==> src/rtl/pulse_tally_pkg.sv <==
// Shared definitions for the pulse accumulator.
// Assumes: none; holds only constants and types.
package pulse_tally_pkg;

    localparam int TALLY_W = 8;

    typedef enum logic {
        POL_WRAP = 1'b0,
        POL_SAT  = 1'b1
    } ovf_policy_e;

endpackage

==> src/rtl/tally_counter.sv <==
// Live edge counter with a selectable overflow policy at the all-ones value.
// Assumes: step_i is already qualified by the enable; clear_i wins over step_i.
module tally_counter
    import pulse_tally_pkg::*;
#(
    parameter int W = TALLY_W
) (
    input  logic         clk,
    input  logic         rst_n,
    input  logic         step_i,
    input  logic         clear_i,
    input  ovf_policy_e  policy_i,
    output logic [W-1:0] count_o
);

    localparam logic [W-1:0] TOP = {W{1'b1}};

    logic [W-1:0] cnt_q;
    logic [W-1:0] cnt_d;
    logic         at_top;

    assign at_top = (cnt_q == TOP);

    // Next-count selection: clear first, then step with the overflow policy.
    always_comb begin
        cnt_d = cnt_q;
        if (clear_i) begin
            cnt_d = '0;
        end else if (step_i) begin
            if (at_top) begin
                cnt_d = (policy_i == POL_SAT) ? TOP : '0;
            end else begin
                cnt_d = cnt_q + 1'b1;
            end
        end
    end

    // Count register with synchronous reset.
    always_ff @(posedge clk) begin
        if (!rst_n) begin
            cnt_q <= '0;
        end else begin
            cnt_q <= cnt_d;
        end
    end

    assign count_o = cnt_q;

    a_r2_step: assert property (@(posedge clk) disable iff (!rst_n)
        (step_i && !clear_i && !at_top) |=> (count_o == $past(count_o) + 1'b1));

    a_r3_hold: assert property (@(posedge clk) disable iff (!rst_n)
        (!step_i && !clear_i) |=> $stable(count_o));

    a_r4_wrap: assert property (@(posedge clk) disable iff (!rst_n)
        (step_i && !clear_i && at_top && policy_i == POL_WRAP) |=> (count_o == '0));

    a_r5_sat: assert property (@(posedge clk) disable iff (!rst_n)
        (step_i && !clear_i && at_top && policy_i == POL_SAT) |=> (count_o == TOP));

    a_r6_clear: assert property (@(posedge clk) disable iff (!rst_n)
        clear_i |=> (count_o == '0));

endmodule

==> src/rtl/tally_holder.sv <==
// Snapshot register that copies the live count on an armed strobe.
// Assumes: live_i is the registered count, so a copy taken in the same cycle
// as an edge or a clear sees the value before that update.
module tally_holder #(
    parameter int W = 8
) (
    input  logic         clk,
    input  logic         rst_n,
    input  logic         arm_i,
    input  logic         sel_i,
    input  logic         strobe_i,
    input  logic [W-1:0] live_i,
    output logic [W-1:0] held_o
);

    logic [W-1:0] held_q;
    logic         take;

    assign take = arm_i && sel_i && strobe_i;

    // Snapshot register: zero while off, copy on an armed strobe.
    always_ff @(posedge clk) begin
        if (!rst_n) begin
            held_q <= '0;
        end else if (!arm_i) begin
            held_q <= '0;
        end else if (take) begin
            held_q <= live_i;
        end
    end

    assign held_o = held_q;

    a_r7_latch: assert property (@(posedge clk) disable iff (!rst_n)
        (arm_i && sel_i && strobe_i) |=> (held_o == $past(live_i)));

    a_r8_ignore: assert property (@(posedge clk) disable iff (!rst_n)
        (arm_i && !sel_i) |=> $stable(held_o));

    a_r9_off: assert property (@(posedge clk) disable iff (!rst_n)
        !arm_i |=> (held_o == '0));

endmodule

==> src/rtl/pulse_tally.sv <==
// Top of the pulse accumulator: qualifies edges with the enable and joins the
// live counter to its snapshot register.
// Assumes: edge_i is a synchronised one-cycle pulse per active edge.
module pulse_tally
    import pulse_tally_pkg::*;
#(
    parameter int W = TALLY_W
) (
    input  logic         clk,
    input  logic         rst_n,
    input  logic         edge_i,
    input  logic         enable_i,
    input  logic         sat_mode_i,
    input  logic         clear_i,
    input  logic         buf_en_i,
    input  logic         latch_sel_i,
    input  logic         latch_strobe_i,
    output logic [W-1:0] count_o,
    output logic [W-1:0] held_o
);

    logic         step;
    ovf_policy_e  policy;
    logic [W-1:0] live;

    assign step   = edge_i && enable_i;
    assign policy = sat_mode_i ? POL_SAT : POL_WRAP;

    tally_counter #(.W(W)) u_counter (
        .clk      (clk),
        .rst_n    (rst_n),
        .step_i   (step),
        .clear_i  (clear_i),
        .policy_i (policy),
        .count_o  (live)
    );

    tally_holder #(.W(W)) u_holder (
        .clk      (clk),
        .rst_n    (rst_n),
        .arm_i    (buf_en_i),
        .sel_i    (latch_sel_i),
        .strobe_i (latch_strobe_i),
        .live_i   (live),
        .held_o   (held_o)
    );

    assign count_o = live;

    a_r10_pre: assert property (@(posedge clk) disable iff (!rst_n)
        (buf_en_i && latch_sel_i && latch_strobe_i && (step || clear_i))
            |=> (held_o == $past(count_o)));

endmodule

==> config.mk <==
export PLATFORM = sky130hd
export DESIGN_NAME = pulse_tally
export DESIGN_NICKNAME = d
export VERILOG_FILES = /design/src/rtl/pulse_tally_pkg.sv /design/src/rtl/tally_counter.sv /design/src/rtl/tally_holder.sv /design/src/rtl/pulse_tally.sv
export SDC_FILE = /design/constraint.sdc
export NUM_CORES = 1
export LEC_CHECK = 0
export ABC_AREA = 1
export BUFFER_PORTS_ARGS = -buffer_cell sky130_fd_sc_hd__clkbuf_2
export CAP_MARGIN = 10
export CORE_AREA = 2 2 61 51
export CTS_BUF_LIST = sky130_fd_sc_hd__clkbuf_4 sky130_fd_sc_hd__clkbuf_8
export CTS_CLUSTER_SIZE = 20
export DETAILED_ROUTE_END_ITERATION = 8
export DIE_AREA = 0 0 63 53
export PLACE_DENSITY_LB_ADDON = 0.25
export SYNTH_ARGS = -nofsm -noshare
export SYNTH_HDL_FRONTEND = slang
export SYNTH_SLANG_ARGS = --single-unit
export TNS_END_PERCENT = 1
==> constraint.sdc <==
create_clock -name clk -period 1.2 [get_ports clk]
set_input_delay 0.12 -clock clk [delete_from_list [all_inputs] [get_ports clk]]
set_output_delay 0.12 -clock clk [all_outputs]
set_load 0.01 [all_outputs]
==> metrics.csv <==
stage;metric;value;unit
run_status;outcome;finished with violations;
run_status;failing checks;negative setup slack;
drt;drt wl/cell;10.9;µm
logic_synthesis;Mapped Area;790;µm²
logic_synthesis;Post-synth EDFFs;0;
floorplanning;IO Pins;25;
critical_path;Critical Path RT;1440;ps
power_and_ir_drop;Pleak;0.459;nW
timing;setup slack after layout;-8.67;ps
power_and_ir_drop;Clk pwr share;38.1;%
grt;met1 Use GR;17.4;%
drt;vias post-DR;827;
logic_synthesis;Seq/Total Area, Yosys;40.6;%
power_and_ir_drop;net switching power;0.233;mW
power_and_ir_drop;sequential share of power;54.8;%
timing;worst slew pin tran;316;ps
layout;diodes inserted;0;
clocking;H-tree levels;1;
drt;Vias per Instance;4.57;
layout;share of layout cells above drive strength 1;38.5;%
timing;final number of max-transition violations;0;
floorplanning;die width;63;µm
logic_synthesis;Syn Area/Cell;7.31;µm²
drt;Post-Route WL;1.97;mm
layout;Layout Area Growth over Synthesis;38.7;%
layout;fill cell count;304;
timing;Final Cycle Share;101;%
grt;largest net degree at the start of global routing;10;
power_and_ir_drop;Pint;0.740;mW
floorplanning;Chip Height;53;µm
critical_path;Worst Setup Path Type;flop to flop;
clocking;CTS Buf Count;3;
critical_path;CP max-delay cell;dfxtp_2;
worst_hold_path;Hold WC Path Type;primary input to flop;
placement;PortBufs;24;
critical_path;CP delay by family, top;simple AND/OR/NAND/NOR gates;
logic_synthesis;Syn Inst Count;108;
grt;initial antenna violation count;0;
clocking;TritonCTS Sinks;16;
timing;f_max;827;MHz
critical_path;Crit. End Element;flop;
layout;final net count;154;
floorplanning;CORE AREA;2700;µm²
critical_path;crit start category;flop;
critical_path;CP peak stage delay;370;ps
timing;final setup fails;3;
grt;GRT Overall Usage;13.3;%
critical_path;crit-path cells;ha_4 -> nand2_4 -> nor2_4 -> nand4_4 -> nand3_1 -> nand2_1 -> inv_1;
logic_synthesis;syn_nets;118;
grt;global-route wire length before repair;3.37;mm
logic_synthesis;Area contributors post-synth;dfxtp_1, nand2_1, a21oi_1, nand4_1, nand3_1;
clocking;Clock Path Buffers;2;
timing;count of final hold-check violations;0;
power_and_ir_drop;Sw Share;24.0;%
logic_synthesis;Post-synth top flop;dfxtp_1;
logic_synthesis;dominant cell type by area after synthesis;dfxtp_1;
clocking;cts hold-fix bufs;0;
clocking;clk slew on worst S/H paths;100;ps
layout;Finished Core Util;40.5;%
grt;met2 Track Usage GR;20.9;%
critical_path;Crit path arrival time;1450;ps
timing;unrepaired setup endpoints after global routing;true;
clocking;Root Driver;clkbuf_4;
logic_synthesis;post-synthesis async set-or-reset flop share;0;%
placement;GPL Wtd Cong;0.819;
critical_path;critical path fanouts, max;7;
power_and_ir_drop;P per Cell Area;889;nW/µm²
grt;met3 Use GR;5.53;%
timing;Worst slew margin;78.9;%
timing;Final min period;1210;ps
floorplanning;Starting Density;29.2;%
drt;Initial DRC Count;20;
timing;total negative slack;-22.0;ps
power_and_ir_drop;Combinational Power Share;7.1;%
placement;hpwl dp;1.54;mm
critical_path;Worst R2R Setup Slack;-9;ps
drt;Antenna Nets Post-Route;0;
logic_synthesis;Syn. warnings;0;
drt;TritonRoute pass-1 iters;4;
run;max cap viols;0;
timing;Final Skew;1.95;ps
grt;GRT Max-Usage Layer;met2;
critical_path;Critical path buffers and inverters;1;
clocking;CTS tree;built;
grt;global route overflow;0;
logic_synthesis;FF+latch count, synth;16;
grt;vias in the first global route;710;
floorplanning;die area;3340;µm²
logic_synthesis;Yosys top cell area share;40.6;%
drt;# DRC;0;
power_and_ir_drop;Worst VDD drop;0.436;mV
logic_synthesis;Synth cell types;20;
clocking;Worst-Skew Late Latency;290;ps
floorplanning;# rows;17;
layout by cell type (no fill, tap or decap):
master	netlist	final
nand4_4	1	1
nand3_1	8	7
o21ai_0	1	1
nor2_2	1	2
nor2_1	10	8
clkbuf_2	0	24
inv_1	10	10
clkbuf_8	0	1
nand2_4	0	1
nand3_2	0	1
nand2_2	3	2
a21oi_2	1	2
o211ai_1	1	1
nor2_4	2	3
ha_4	0	1
buf_4	0	10
dfxtp_2	0	3
nand2_1	25	25
clkbuf_4	0	3
nand4_1	8	8
inv_4	0	1
xnor2_1	1	1
dfxtp_1	16	13
o22ai_1	1	1
a21oi_1	13	12
o21bai_1	1	1
per-layer routing:
layer / vias to the layer above / routed length [µm]
met5: - / 0
met4: 0 / 0
met3: 0 / 108
met2: 22 / 902
met1: 373 / 958
li1: 432 / -
repair_timing:
action | in CTS | in global routing
gates cloned | 0 | 0
resized for setup | 2 | 8
setup endpoints to repair | 5 | 8
buffers inserted | 0 | 0
pin swaps | 0 | 3
power by group through the flow:
stage | Clock [mW] | Combinational, mW | Sequential (mW)
global placement | 0 | 0.0647 | 0.545
floorplan | 0 | 0.0353 | 0.547
global route | 0.410 | 0.0794 | 0.534
CTS | 0.379 | 0.0668 | 0.533
detailed placement | 0 | 0.0657 | 0.545
finish | 0.371 | 0.0688 | 0.534
through the flow:
stage	hold WS (ps)	worst slack, ps	cell area [µm²]	std cells	power (mW)
6_report	81.3	-8.67	1090	181	0.974
5_1_grt	79.9	-111	1090	181	1.02
4_1_cts	68.7	-0.666	1060	181	0.979
3_5_place_dp	389	-30.2	1020	177	0.611
3_3_place_gp	385	7.35	1020	177	0.610
2_1_floorplan	282	17.7	792	108	0.582
registers in the layout, summed over array words and instances (netlist names):
| register | flops |
|---|---|
| u_counter.count_o | 8 |
| u_holder.held_o | 8 |
synth_stat cells, types with 2 or more instances:
library cell and number:
a21oi_1 13, buf_2 3, dfxtp_1 16, inv_1 10
nand2_1 25, nand2_2 3, nand3_1 8, nand4_1 8
nor2_1 10, nor2_4 2
worst min-delay path, delay by kind of cell:
family	cells	cell delay, ps
and+or+nand+nor	2	110
buffers and inverters	2	110
worst paths after layout:
| path | to | depth (start not counted) | start |
|---|---|---|---|
| hold reg to reg | u_holder.held_o[5] | 2 | u_holder.held_o[5] |
| setup reg to reg | u_counter.count_o[1] | 7 | u_counter.count_o[0] |
| setup / recovery | u_counter.count_o[1] | 7 | u_counter.count_o[0] |
| hold / removal | u_counter.count_o[0] | 4 | clear_i |
cell type report:
cell class | count | area (µm²) | area share, %
tap | 38 | 47.5 | 4.34
timing repair buffer | 34 | 195 | 17.8
multi-input combinational | 78 | 448 | 40.9
inverter | 11 | 43.8 | 4.00
clock buffer | 4 | 36.3 | 3.31
sequential | 16 | 324 | 29.6
cells by family after synthesis:
logic type      count (synthesis)  share of synthesized area (%)
simple gates                   58                           36.8
compound gates                 18                           12.7
flops                          16                           40.6
buf+inv                        14                           7.29
xor+xnor                        1                           1.11
fa+ha+maj                       1                           1.58
Note: power is estimated with default switching activity, not from simulation.
